[src/rtl/stk_pkg.sv]
package stk_pkg;
  typedef enum logic [1:0] {
    OP_PUSH = 2'b00,
    OP_POP  = 2'b01,
    OP_CALL = 2'b10,
    OP_RET  = 2'b11
  } stkOp_e;

  typedef enum logic [1:0] {
    ST_IDLE = 2'b00,
    ST_REQ  = 2'b01,
    ST_FIN  = 2'b10
  } stkState_e;

  // strobes from control to datapath
  typedef struct packed {
    logic capture;  // latch request operands
    logic issue;    // drive the memory request
    logic commit;   // memory answered cleanly, update state
  } stkCtl_t;
endpackage

[src/rtl/stk_control.sv]
module stk_control
  import stk_pkg::*;
(
  input  logic    clk,
  input  logic    rstN,
  input  logic    opValid,
  input  logic    memReady,
  input  logic    memErr,
  output stkCtl_t ctl,
  output logic    done,
  output logic    fault,
  output logic    busy
);
  stkState_e state;
  logic      errReg;

  always_ff @(posedge clk) begin
    if (!rstN) begin
      state  <= ST_IDLE;
      errReg <= 1'b0;
    end else begin
      unique case (state)
        ST_IDLE: if (opValid) state <= ST_REQ;
        ST_REQ: begin
          if (memReady) begin
            state  <= ST_FIN;
            errReg <= memErr;
          end
        end
        ST_FIN:  state <= ST_IDLE;
        default: state <= ST_IDLE;
      endcase
    end
  end

  always_comb begin
    ctl.capture = (state == ST_IDLE) && opValid;
    ctl.issue   = (state == ST_REQ);
    ctl.commit  = (state == ST_REQ) && memReady && !memErr;
  end

  assign done  = (state == ST_FIN);
  assign fault = (state == ST_FIN) && errReg;
  assign busy  = (state != ST_IDLE);
endmodule

[src/rtl/stk_datapath.sv]
module stk_datapath
  import stk_pkg::*;
#(
  parameter int              WORD_W   = 64,
  parameter logic [WORD_W-1:0] SP_RESET = '0
) (
  input  logic              clk,
  input  logic              rstN,
  input  stkCtl_t           ctl,
  input  stkOp_e            reqOp,
  input  logic [WORD_W-1:0] pushData,
  input  logic [WORD_W-1:0] nextPc,
  input  logic [WORD_W-1:0] targetPc,
  input  logic [WORD_W-1:0] memRdata,
  output logic [WORD_W-1:0] memAddr,
  output logic [WORD_W-1:0] memWdata,
  output logic              memWe,
  output logic              memRe,
  output logic [WORD_W-1:0] popData,
  output logic [WORD_W-1:0] pcOut,
  output logic [WORD_W-1:0] spOut,
  output logic              misaligned,
  output stkOp_e            curOp
);
  localparam int              STEP_BYTES = WORD_W / 8;
  localparam logic [WORD_W-1:0] STEP     = WORD_W'(STEP_BYTES);
  localparam int              ALIGN_W    = $clog2(STEP_BYTES);

  logic [WORD_W-1:0] sp;
  logic [WORD_W-1:0] wordReg;
  logic [WORD_W-1:0] tgtReg;
  stkOp_e            opReg;
  logic              isWrite;
  logic [WORD_W-1:0] spDown;
  logic [WORD_W-1:0] spUp;

  assign spDown  = sp - STEP;
  assign spUp    = sp + STEP;
  assign isWrite = (opReg == OP_PUSH) || (opReg == OP_CALL);

  always_ff @(posedge clk) begin
    if (!rstN) begin
      sp      <= SP_RESET;
      opReg   <= OP_PUSH;
      wordReg <= '0;
      tgtReg  <= '0;
      popData <= '0;
      pcOut   <= '0;
    end else begin
      if (ctl.capture) begin
        opReg   <= reqOp;
        wordReg <= (reqOp == OP_CALL) ? nextPc : pushData;
        tgtReg  <= targetPc;
      end
      if (ctl.commit) begin
        unique case (opReg)
          OP_PUSH: sp <= spDown;
          OP_POP: begin
            sp      <= spUp;
            popData <= memRdata;
          end
          OP_CALL: begin
            sp    <= spDown;
            pcOut <= tgtReg;
          end
          OP_RET: begin
            sp      <= spUp;
            popData <= memRdata;
            pcOut   <= memRdata;
          end
          default: sp <= sp;
        endcase
      end
    end
  end

  assign memWe    = ctl.issue && isWrite;
  assign memRe    = ctl.issue && !isWrite;
  assign memAddr  = ctl.issue ? (isWrite ? spDown : sp) : '0;
  assign memWdata = memWe ? wordReg : '0;

  assign spOut      = sp;
  assign misaligned = |sp[ALIGN_W-1:0];
  assign curOp      = opReg;
endmodule

[src/rtl/stk_call_seq.sv]
module stk_call_seq
  import stk_pkg::*;
#(
  parameter int              WORD_W   = 64,
  parameter logic [WORD_W-1:0] SP_RESET = WORD_W'(64'h1000)
) (
  input  logic              clk,
  input  logic              rstN,
  input  logic              opValid,
  input  logic [1:0]        opCode,
  input  logic [WORD_W-1:0] pushData,
  input  logic [WORD_W-1:0] nextPc,
  input  logic [WORD_W-1:0] targetPc,
  output logic [WORD_W-1:0] memAddr,
  output logic [WORD_W-1:0] memWdata,
  output logic              memWe,
  output logic              memRe,
  input  logic              memReady,
  input  logic              memErr,
  input  logic [WORD_W-1:0] memRdata,
  output logic [WORD_W-1:0] popData,
  output logic [WORD_W-1:0] pcOut,
  output logic              pcLoad,
  output logic              done,
  output logic              fault,
  output logic              busy,
  output logic [WORD_W-1:0] spOut,
  output logic              misaligned
);
  stkCtl_t ctl;
  stkOp_e  curOp;

  stk_control u_ctrl (
    .clk     (clk),
    .rstN    (rstN),
    .opValid (opValid),
    .memReady(memReady),
    .memErr  (memErr),
    .ctl     (ctl),
    .done    (done),
    .fault   (fault),
    .busy    (busy)
  );

  stk_datapath #(.WORD_W(WORD_W), .SP_RESET(SP_RESET)) u_dp (
    .clk       (clk),
    .rstN      (rstN),
    .ctl       (ctl),
    .reqOp     (stkOp_e'(opCode)),
    .pushData  (pushData),
    .nextPc    (nextPc),
    .targetPc  (targetPc),
    .memRdata  (memRdata),
    .memAddr   (memAddr),
    .memWdata  (memWdata),
    .memWe     (memWe),
    .memRe     (memRe),
    .popData   (popData),
    .pcOut     (pcOut),
    .spOut     (spOut),
    .misaligned(misaligned),
    .curOp     (curOp)
  );

  assign pcLoad = done && !fault && ((curOp == OP_CALL) || (curOp == OP_RET));
endmodule

[config.mk]
export PLATFORM = sky130hd
export DESIGN_NAME = stk_call_seq
export DESIGN_NICKNAME = d
export VERILOG_FILES = /design/src/rtl/stk_pkg.sv /design/src/rtl/stk_control.sv /design/src/rtl/stk_datapath.sv /design/src/rtl/stk_call_seq.sv
export SDC_FILE = /design/constraint.sdc
export NUM_CORES = 1
export LEC_CHECK = 0
export ABC_AREA = 1
export ABC_CLOCK_PERIOD_IN_PS = 2280
export BUFFER_PORTS_ARGS = -buffer_cell sky130_fd_sc_hd__buf_4
export CAP_MARGIN = 20
export CORE_AREA = 2 2 230 232
export DETAILED_ROUTE_END_ITERATION = 8
export DIE_AREA = 0 0 232 234
export PLACE_DENSITY = 0.72
export SKIP_CTS_REPAIR_TIMING = 1
export SLEW_MARGIN = 10
export SYNTH_ARGS = -nofsm -noshare
export SYNTH_HDL_FRONTEND = slang
export SYNTH_SLANG_ARGS = --single-unit
[constraint.sdc]
create_clock -name clk -period 2.28 [get_ports clk]
set_input_delay 0.342 -clock clk [delete_from_list [all_inputs] [get_ports clk]]
set_output_delay 0.342 -clock clk [all_outputs]
set_load 0.05 [all_outputs]
==> flow_summary.json, run 1 <==
{
  "pin_count": 590,
  "antenna_found_initial": 2,
  "io_buffers": 582,
  "hold_violations": 0,
  "grt_pass1_wl_mm": 122,
  "routed.top_layer": "met5",
  "dieArea_sq_mm": 0.0543,
  "holdWs_ps": 17.3,
  "hold_class": "input port to register",
  "via_per_inst": 5.20,
  "fp.dieH_um": 234,
  "rsz0062_at_grt": "yes",
  "vias": 22800,
  "hpwl_mm": 62.3,
  "drt_wl_total_mm": 85.0,
  "end_kind": "output port",
  "netlist_top_cells_area": "dfxtp_1 (34%), nand2_1 (16%), nor2_1 (9.2%), nand3_1 (8.6%), inv_1 (6.4%)",
  "p_total_mw": 16.1,
  "place_congestion": 1.00,
  "syn_inst": 3063,
  "slew_viol_final": 0,
  "pwr_density_cell_mw_per_mm2": 555,
  "drt_drc_violations_left": 0,
  "overflow": 0,
  "grt_pass1_vias": 20600,
  "grt_max_degree": 136,
  "core_area_sq_mm": 0.0520,
  "worstHoldStart": "targetPc[14]",
  "routedWlPerCell_um": 19.4,
  "htreeDepth": 2,
  "synth_edf_count": 0,
  "synth.distinct_cells": 46,
  "cts_sinks": 322,
  "ys_warn_count": 0,
  "slew_headroom": 0.481,
  "grt.total_usage": 0.290,
  "period_needed_ps": 2670,
  "critPathRequiredTime_ps": 1940,
  "synth_common_cells": "nand2_1 (804), nor2_1 (460), nand3_1 (323), dfxtp_1 (322), inv_1 (318)",
  "clockBufferDepth": 3,
  "drt_iter0_drc": 1919,
  "critPathSlowestCell": "dfxtp_2",
  "yosysSeqAreaShare": 0.344,
  "fp.dieW_um": 232,
  "cts_tree": "built",
  "routed-wl-met2_mm": 40.4,
  "clk_pin_slew_worst_paths_ps": 60,
  "violations": "setup timing",
  "ys_seq_elements": 322,
  "critPathLaunch": "u_dp.spOut[28]",
  "ys.flop_type": "dfxtp_1",
  "start_util": 0.360,
  "area_growth_pct": 54.8,
  "root_buffer": "clkbuf_16",
  "synth_top_area_frac": 0.344,
  "cts_buffers": 39,
  "drive_gt1_frac": 0.346,
  "p_leak_nw": 13.0,
  "cp_max_fo": 6,
  "synth_top_area_cell": "dfxtp_1",
  "ant_nets": 0,
  "worstPathArrival_ps": 2330,
  "tightestPinTransition_ps": 779,
  "synth.most_common_cell": "nand2_1",
  "wl_met1_mm": 33.4,
  "fmax_mhz": 374,
  "crit-reg2reg-launch": "u_dp.spOut[3]",
  "nNetsFinal": 3942,
  "syn_area_per_cell_sq_um": 6.11,
  "fin_crit_sh": 1.17,
  "layout_setup_ws_ps": -391,
  "drtPass1Iterations": 6,
  "crit_type": "register to output port",
  "status": "complete, but fails checks",
  "maxCapViolCount": 0,
  "skew_ps": 19.4,
  "cp_slowest_stage_delay_ps": 350,
  "async_reset_ff_frac": 0,
  "dr_wl_met3_mm": 6.73,
  "setup_viol": 124,
  "clock_latency_ps": 570,
  "synth_area_sq_mm": 0.0187,
  "rows": 84,
  "ir_drop_mv": 0.500,
  "start_kind": "register",
  "fillers": 4954,
  "crit_chain": "nor2_2 > nand2_2 > nor2_4 > nand2_2 > nor2_4 > buf_6 > nand4_1 > a31oi_2 > buf_6"
}
per-layer routing:
layer	GRT usage	up-vias
met2	0.483	1075
met4	0.132	2
met1	0.360	10500
met3	0.0604	225
met5	0	-
li1	-	11000
flip-flops by register name, summed over array words and instances, names as in the netlist:
signal	cells
u_dp.tgtReg	64
u_dp.pcOut	64
u_dp.popData	64
u_dp.wordReg	64
u_ctrl.state	2
u_ctrl.errReg	1
u_dp.spOut	61
u_dp.curOp	2
cell type report:
cell class / instances / area, sq um / area share
repair buffers: 781 / 6690 / 0.231
clock inverters: 14 / 194 / 0.00669
flip-flops and latches: 322 / 6570 / 0.227
repair inverters: 1 / 11.3 / 0.000389
well taps: 688 / 861 / 0.0297
multi-input cells: 2204 / 12300 / 0.426
diodes: 2 / 5.00 / 0.000173
clock buffers: 51 / 1050 / 0.0363
inverters: 326 / 1260 / 0.0436
through the flow:
stage / instance area, sq um / worst slack (ps) / TNS, ps / utilization / instances
finish: 29000 / -391 / -21210 / 0.557 / 4389
global route: 29000 / -480 / -32000 / 0.557 / 4388
CTS: 26300 / -600 / -44350 / 0.506 / 4331
detailed placement: 25100 / 0.375 / 0 / 0.482 / 4266
global placement: 25100 / -6.97 / -6.97 / 0.482 / 4266
floorplan: 19500 / -132 / -1630 / - / 3069
cells by family (layout without fill, tap and decap cells):
logic type / Yosys count / count (layout) / share of synthesized area
adder cells (fa/ha/maj): 4 / 4 / 0.00267
other: 1 / 9 / 0.000200
AND/OR/NAND/NOR: 1682 / 1682 / 0.377
AO/OA/AOI/OAI: 470 / 470 / 0.142
flip-flops: 322 / 322 / 0.344
buffers and inverters: 543 / 1173 / 0.115
XOR/XNOR: 41 / 41 / 0.0192
cell usage in the layout, fill, tap and decap left out, types with 7 or more instances in the layout:
| master | n |
|---|---|
| xor2_2 | 16 |
| a21oi_1 | 145 |
| clkbuf_1 | 9 |
| nand2_4 | 18 |
| inv_2 | 9 |
| o211a_1 | 8 |
| xor2_1 | 17 |
| clkbuf_16 | 41 |
| dfxtp_4 | 22 |
| buf_6 | 103 |
| nand3b_1 | 7 |
| o22ai_4 | 16 |
| buf_4 | 639 |
| nand2_2 | 59 |
| buf_12 | 22 |
| xor2_4 | 7 |
| buf_8 | 14 |
| dfxtp_1 | 265 |
| nor2_4 | 122 |
| nor2_2 | 62 |
| o211ai_1 | 76 |
| nand4_1 | 29 |
| dfxtp_2 | 35 |
| nor2_1 | 298 |
| nand3_2 | 16 |
| o21ai_4 | 8 |
| inv_1 | 307 |
| nand3_1 | 305 |
| conb_1 | 7 |
| nand2_1 | 735 |
| o21ai_0 | 174 |
path summary, 6_finish.rpt:
path / endpoint / slack, ps / depth (start not counted)
setup / recovery: memAddr[48] / -390 / 9
hold / removal: u_dp.tgtReg[14] / 20 / 3
setup reg to reg: u_dp.spOut[33] / 110 / 10
hold reg to reg: u_dp.pcOut[51] / 460 / 2
worst max-delay path, delay by kind of cell, from the launching register on:
family,cells,cell delay [ps]
and+or+nand+nor,6,860
AOI/OAI and AO/OA,1,210
buffers and inverters,2,340
DFF,1,350
report_power, final:
group	total, mW	leakage (nW)	internal (mW)	switching, mW
logic	3.82	9.78	1.43	2.39
clock network	6.24	0.602	3.61	2.64
registers	6.02	2.66	5.86	0.161
total	16.1	13.0	10.9	5.19
No activity file was read; power rests on OpenSTA's default activity.
==> run 2: changes to the inputs <==
CORE_AREA = 2 2 228 230   (was 2 2 230 232)
DIE_AREA = 0 0 230 232   (was 0 0 232 234)
PLACE_DENSITY = 0.73   (was 0.72)
RECOVER_POWER = 50   (was not set)
SKIP_LAST_GASP = 1   (was not set)
==> run 2 against run 1 <==
  * The flow still finishes with violations (setup timing)
  * Clock skew increased by 6.3 ps
  * Sequential share of layout area up 0.55 points
  * Sequential power about the same
  * Routed wire length rose by 0.57%
  * Combinational power decreased by 2%
  * Critical path type unchanged
  * Critical endpoint is now memAddr[57]
  * Largest power group unchanged
==> flow_summary.json, run 2 (synthesis results as in run 1) <==
{
  "htreeDepth": 2,
  "mostFrequentLayoutCell": "nand2_1",
  "layoutNonFillerInstCount": 4369,
  "placedCellCount": 4265,
  "drtPass1Iterations": 6,
  "p_leak_nw": 12.4,
  "drt_iter0_drc": 1930,
  "finalSetupTns_ps": -24890,
  "power.switching_mw": 5.26,
  "pin_count": 590,
  "root_buffer": "clkbuf_16",
  "hpwl_mm": 62.6,
  "clockBufferDepth": 3,
  "cts_buffers": 39,
  "tightestPinTransition_ps": 1340,
  "status": "complete, but fails checks",
  "vias": 22900,
  "drive_gt1_frac": 0.299,
  "drt_drc_violations_left": 0,
  "cts_tree": "built",
  "ant_nets": 0,
  "dieArea_sq_mm": 0.0534,
  "fillers": 5039,
  "grt_pass1_vias": 21100,
  "drt_wl_total_mm": 85.5,
  "violations": "setup timing",
  "core_area_sq_mm": 0.0509,
  "final_cell_mix": "nand2_1 (754), buf_4 (476), inv_1 (307)",
  "hold_class": "input port to register",
  "overflow": 0,
  "clock_latency_ps": 580,
  "cp_max_fo": 5,
  "io_buffers": 582,
  "rows": 83,
  "pwr_density_cell_mw_per_mm2": 575,
  "period_needed_ps": 2680,
  "via_per_inst": 5.24,
  "ir_drop_mv": 0.528,
  "pwr-share-clk": 0.397,
  "setup_viol": 126,
  "finish.utilization": 0.553,
  "nNetsFinal": 3926,
  "fmax_mhz": 373,
  "routedWlPerCell_um": 19.6,
  "fp.dieW_um": 230,
  "slew_viol_final": 0,
  "slew_headroom": 0.104,
  "end_kind": "output port",
  "grt.total_usage": 0.297,
  "critPathRequiredTime_ps": 1940,
  "place_congestion": 1.05,
  "p_total_mw": 16.2,
  "layout_setup_ws_ps": -401,
  "start_util": 0.368,
  "cts_sinks": 322,
  "start_kind": "register",
  "grt_pass1_wl_mm": 123,
  "fin_crit_sh": 1.18,
  "rsz0062_at_grt": "yes",
  "clk_pin_slew_worst_paths_ps": 60,
  "comb_power_share": 0.231,
  "maxCapViolCount": 0,
  "crit_type": "register to output port",
  "hold_violations": 0,
  "grt_max_degree": 136,
  "worstPathArrival_ps": 2340,
  "skew_ps": 25.7,
  "swShare": 0.325,
  "fp.dieH_um": 232,
  "antenna_found_initial": 1,
  "seqPwrFrac": 0.372,
  "area_growth_pct": 50.3,
  "intPower_mw": 10.9
}
==> run 2: cell count changes in the layout (fill, tap and decap cells not counted), moves of 15 or more <==
cell | previous run | this run
buf_4 | 639 | 476
clkbuf_1 | 9 | 144
nand2_1 | 735 | 754
nor2_2 | 62 | 83
nor2_4 | 122 | 107
==> run 2: power groups by stage <==
| stage | clock, mW | sequential (mW) | combinational, mW |
|---|---|---|---|
| floorplan | 0 | 6.21 | 1.88 |
| global route | 6.74 | 6.05 | 4.00 |
| CTS | 6.49 | 6.02 | 3.21 |
| global placement | 0 | 6.13 | 3.19 |
| finish | 6.42 | 6.03 | 3.74 |
| detailed placement | 0 | 6.14 | 3.21 |
==> run 2: final cells by class <==
cell class,count,area (sq um),area share
Tap cell,680,851,0.0302
Clock buffer,54,1100,0.0392
Antenna cell,1,2.50,0.0000889
Multi-Input combinational cell,2204,12100,0.429
Clock inverter,16,213,0.00756
Inverter,326,1250,0.0444
Sequential cell,322,6540,0.232
Timing Repair Buffer,766,6110,0.217
==> run 2: metrics by stage <==
stage / area (sq um) / setup WS, ps / hold slack, ps
after floorplan: 19500 / -132 / 453
after global placement: 25100 / 45.2 / 449
after detailed placement: 25100 / 33.9 / 454
after CTS: 26500 / -593 / -15.7
after global routing: 28100 / -479 / 0.0328
final: 28100 / -401 / 10.5
==> run 2: worst max-delay path: stages, from the launching register on <==
cell and delay (ps):
dfxtp_4 370, nor2_4 160, nand2_1 150, nor2_1 170
nand2_1 140, nor2_2 190, nand3_1 110, nand3_1 140
o211a_1 160, buf_4 190
==> run 2: final timing paths <==
check        slack [ps]       startpoint         endpoint  cells after the start
max                -400   u_dp.spOut[21]      memAddr[57]                      9
min reg2reg         460  u_dp.popData[1]  u_dp.popData[1]                      2
max reg2reg        -110  u_ctrl.state[1]  u_dp.tgtReg[62]                      5
min                  10     targetPc[39]  u_dp.tgtReg[39]                      3
==> run 2: layer usage <==
layer	track usage	routed length (um)
met1	0.355	32500
met2	0.504	40800
met3	0.0623	6910
met5	0	0
met4	0.153	5270
==> run 3: changes to the inputs <==
ABC_AREA = not set   (was 1)
CORE_AREA = 2 2 231 233   (was 2 2 228 230)
DIE_AREA = 0 0 233 235   (was 0 0 230 232)
PLACE_DENSITY = 0.66   (was 0.73)
==> run 3 against run 2 <==
  * The flow finishes with violations (capacitance limit, slew limit, setup timing)
  * First-iteration DRC count fell by 36%
  * Fmax fell by 25%
  * Synthesized area fell by 14%
  * Count of clock-buffer cells in the layout fell by 2
  * Critical path type unchanged
  * Clock power rose by 2%
  * Flip-flop and latch count did not move
  * Worst setup slack got worse by 880 ps
  * Die area rose by 2.6%
  * Critical path depth fell by 2
==> flow_summary.json, run 3 <==
{
  "status": "complete, but fails checks",
  "violations": "capacitance limit, slew limit, setup timing",
  "p_total_mw": 15.6,
  "synth.most_common_cell": "nand2_1",
  "vias": 19100,
  "synth_top_area_cell": "dfxtp_1",
  "cts_sinks": 322,
  "syn_area_per_cell_sq_um": 7.61,
  "worstPathArrival_ps": 3220,
  "cp_max_fo": 3,
  "p_leak_nw": 10.5,
  "fmax_mhz": 281,
  "critPathRequiredTime_ps": 1940,
  "start_util": 0.308,
  "synth_top_area_frac": 0.401,
  "ys.flop_type": "dfxtp_1",
  "netlist_top_cells_area": "dfxtp_1 (40%), nand2_1 (9.1%), nor2_1 (6.1%), a21oi_1 (5.1%), mux2i_1 (4.9%)",
  "fin_crit_sh": 1.56,
  "grt_max_degree": 81,
  "ys_warn_count": 0,
  "htreeDepth": 2,
  "final_cell_mix": "buf_4 (534), nand2_1 (372), dfxtp_1 (280)",
  "placed_area_sq_mm": 0.0237,
  "skew_ps": 16.6,
  "start_kind": "register",
  "overflow": 0,
  "drive_gt1_frac": 0.401,
  "pin_count": 590,
  "via_per_inst": 5.31,
  "pwr_density_cell_mw_per_mm2": 573,
  "hold_depth": 3,
  "yosysSeqAreaShare": 0.401,
  "maxCapViolCount": 1,
  "period_needed_ps": 3560,
  "clk_pin_slew_worst_paths_ps": 60,
  "layout_setup_ws_ps": -1280,
  "slew_headroom": -0.0875,
  "final_area_sq_mm": 0.0273,
  "drt_wl_total_mm": 77.0,
  "fp.dieW_um": 233,
  "mostFrequentLayoutCell": "buf_4",
  "ys_seq_elements": 322,
  "root_buffer": "clkbuf_16",
  "crit_type": "register to output port",
  "ff2ff_path_depth": 7,
  "drt_drc_violations_left": 0,
  "grt_pass1_vias": 17800,
  "ir_drop_mv": 0.632,
  "slew_viol_final": 67,
  "rsz0062_at_grt": "yes",
  "async_reset_ff_frac": 0,
  "drtPass1Iterations": 5,
  "io_buffers": 582,
  "grt_pass1_wl_mm": 108,
  "hpwl_mm": 55.6,
  "cts_tree": "built",
  "fp.dieH_um": 235,
  "drt_iter0_drc": 1226,
  "tightestPinTransition_ps": 1630,
  "place_congestion": 0.912,
  "synth_edf_count": 0,
  "clock_latency_ps": 560,
  "hold_class": "input port to register",
  "hold_violations": 0,
  "syn_inst": 2111,
  "ant_nets": 0,
  "routedWlPerCell_um": 21.5,
  "dieArea_sq_mm": 0.0548,
  "grt.total_usage": 0.254,
  "synth.distinct_cells": 67,
  "rows": 84,
  "core_area_sq_mm": 0.0522,
  "clockBufferDepth": 3,
  "area_growth_pct": 69.9,
  "synth_area_sq_mm": 0.0161,
  "cts_buffers": 39,
  "antenna_found_initial": 16,
  "synth_common_cells": "nand2_1 (389), dfxtp_1 (322), nor2_1 (260), clkbuf_1 (172), a21oi_1 (165)",
  "setup_viol": 155,
  "nNetsFinal": 3128,
  "end_kind": "output port"
}
run 3: cell count changes after synthesis, moves of 33 or more:
cell	delta
nand2_1	-415
inv_1	-308
nand3_1	-217
nor2_1	-200
o21ai_0	-160
mux2i_1	+79
o211ai_1	-75
and2_1	+70
a311oi_1	+65
a211oi_1	+64
buf_2	-43
xnor2_1	+39
clkbuf_1	+33
run 3: worst paths after layout:
| check | slack [ps] | startpoint | to |
|---|---|---|---|
| max | -1280 | u_dp.spOut[52] | memAddr[63] |
| min | 30 | targetPc[56] | u_dp.tgtReg[56] |
| max reg2reg | -420 | u_dp.spOut[52] | u_dp.spOut[63] |
| min reg2reg | 450 | u_dp.tgtReg[50] | u_dp.tgtReg[50] |
run 3: where the power goes:
part | internal, mW | total (mW) | switching [mW]
combinational | 1.37 | 3.14 | 1.77
sequential | 5.83 | 5.96 | 0.133
clock | 3.91 | 6.54 | 2.63
run 3: area by class of cell:
cell class | instances | area [sq um]
inverters | 12 | 56.3
repair buffers | 905 | 7610
clock inverters | 19 | 225
fillers | 4833 | 24900
multi-input cells | 1581 | 10900
diodes | 11 | 27.5
well taps | 688 | 861
flip-flops and latches | 322 | 6550
clock buffers | 52 | 1110
run 3: kinds of logic (layout without fill, tap and decap cells):
kind of cell / Yosys count / in the layout / share of synthesized area
and+or+nand+nor: 1047 / 1047 / 0.304
AOI/OAI and AO/OA: 361 / 361 / 0.145
DFF: 322 / 322 / 0.401
buffers and inverters: 214 / 988 / 0.0523
xor gates and xnor gates: 83 / 83 / 0.0452
muxes: 79 / 79 / 0.0492
adders and majority gates: 4 / 4 / 0.00311
other: 1 / 18 / 0.000233
run 3: layer usage:
layer  part of all wire  wire [um]  vias up  GRT usage
met5            0.00030         23        -          0
met4              0.046       3580        4      0.118
met3              0.067       5150      174     0.0487
met2               0.49      37400      806      0.415
met1               0.40      30900     9262      0.320
li1                   -          -     8811          -
run 3: worst max-delay path: stages (launching register included):
cell     delay (ps)
dfxtp_2         320
or4_4           530
or3_4           410
or4_4           460
or4_4           460
xor2_2          190
nor2_4          130
buf_8           160
run 3: per-stage QoR:
step | setup TNS [ps] | std cells | util | hold slack (ps) | worst slack (ps)
floorplan | -17420 | 2117 | - | 437 | -985
global placement | -30550 | 3436 | 0.454 | 444 | -853
detailed placement | -34690 | 3436 | 0.454 | 447 | -857
CTS | -101390 | 3507 | 0.479 | 5.43 | -1460
global route | -70880 | 3590 | 0.523 | 23.9 | -1330
finish | -56710 | 3590 | 0.523 | 35.0 | -1280
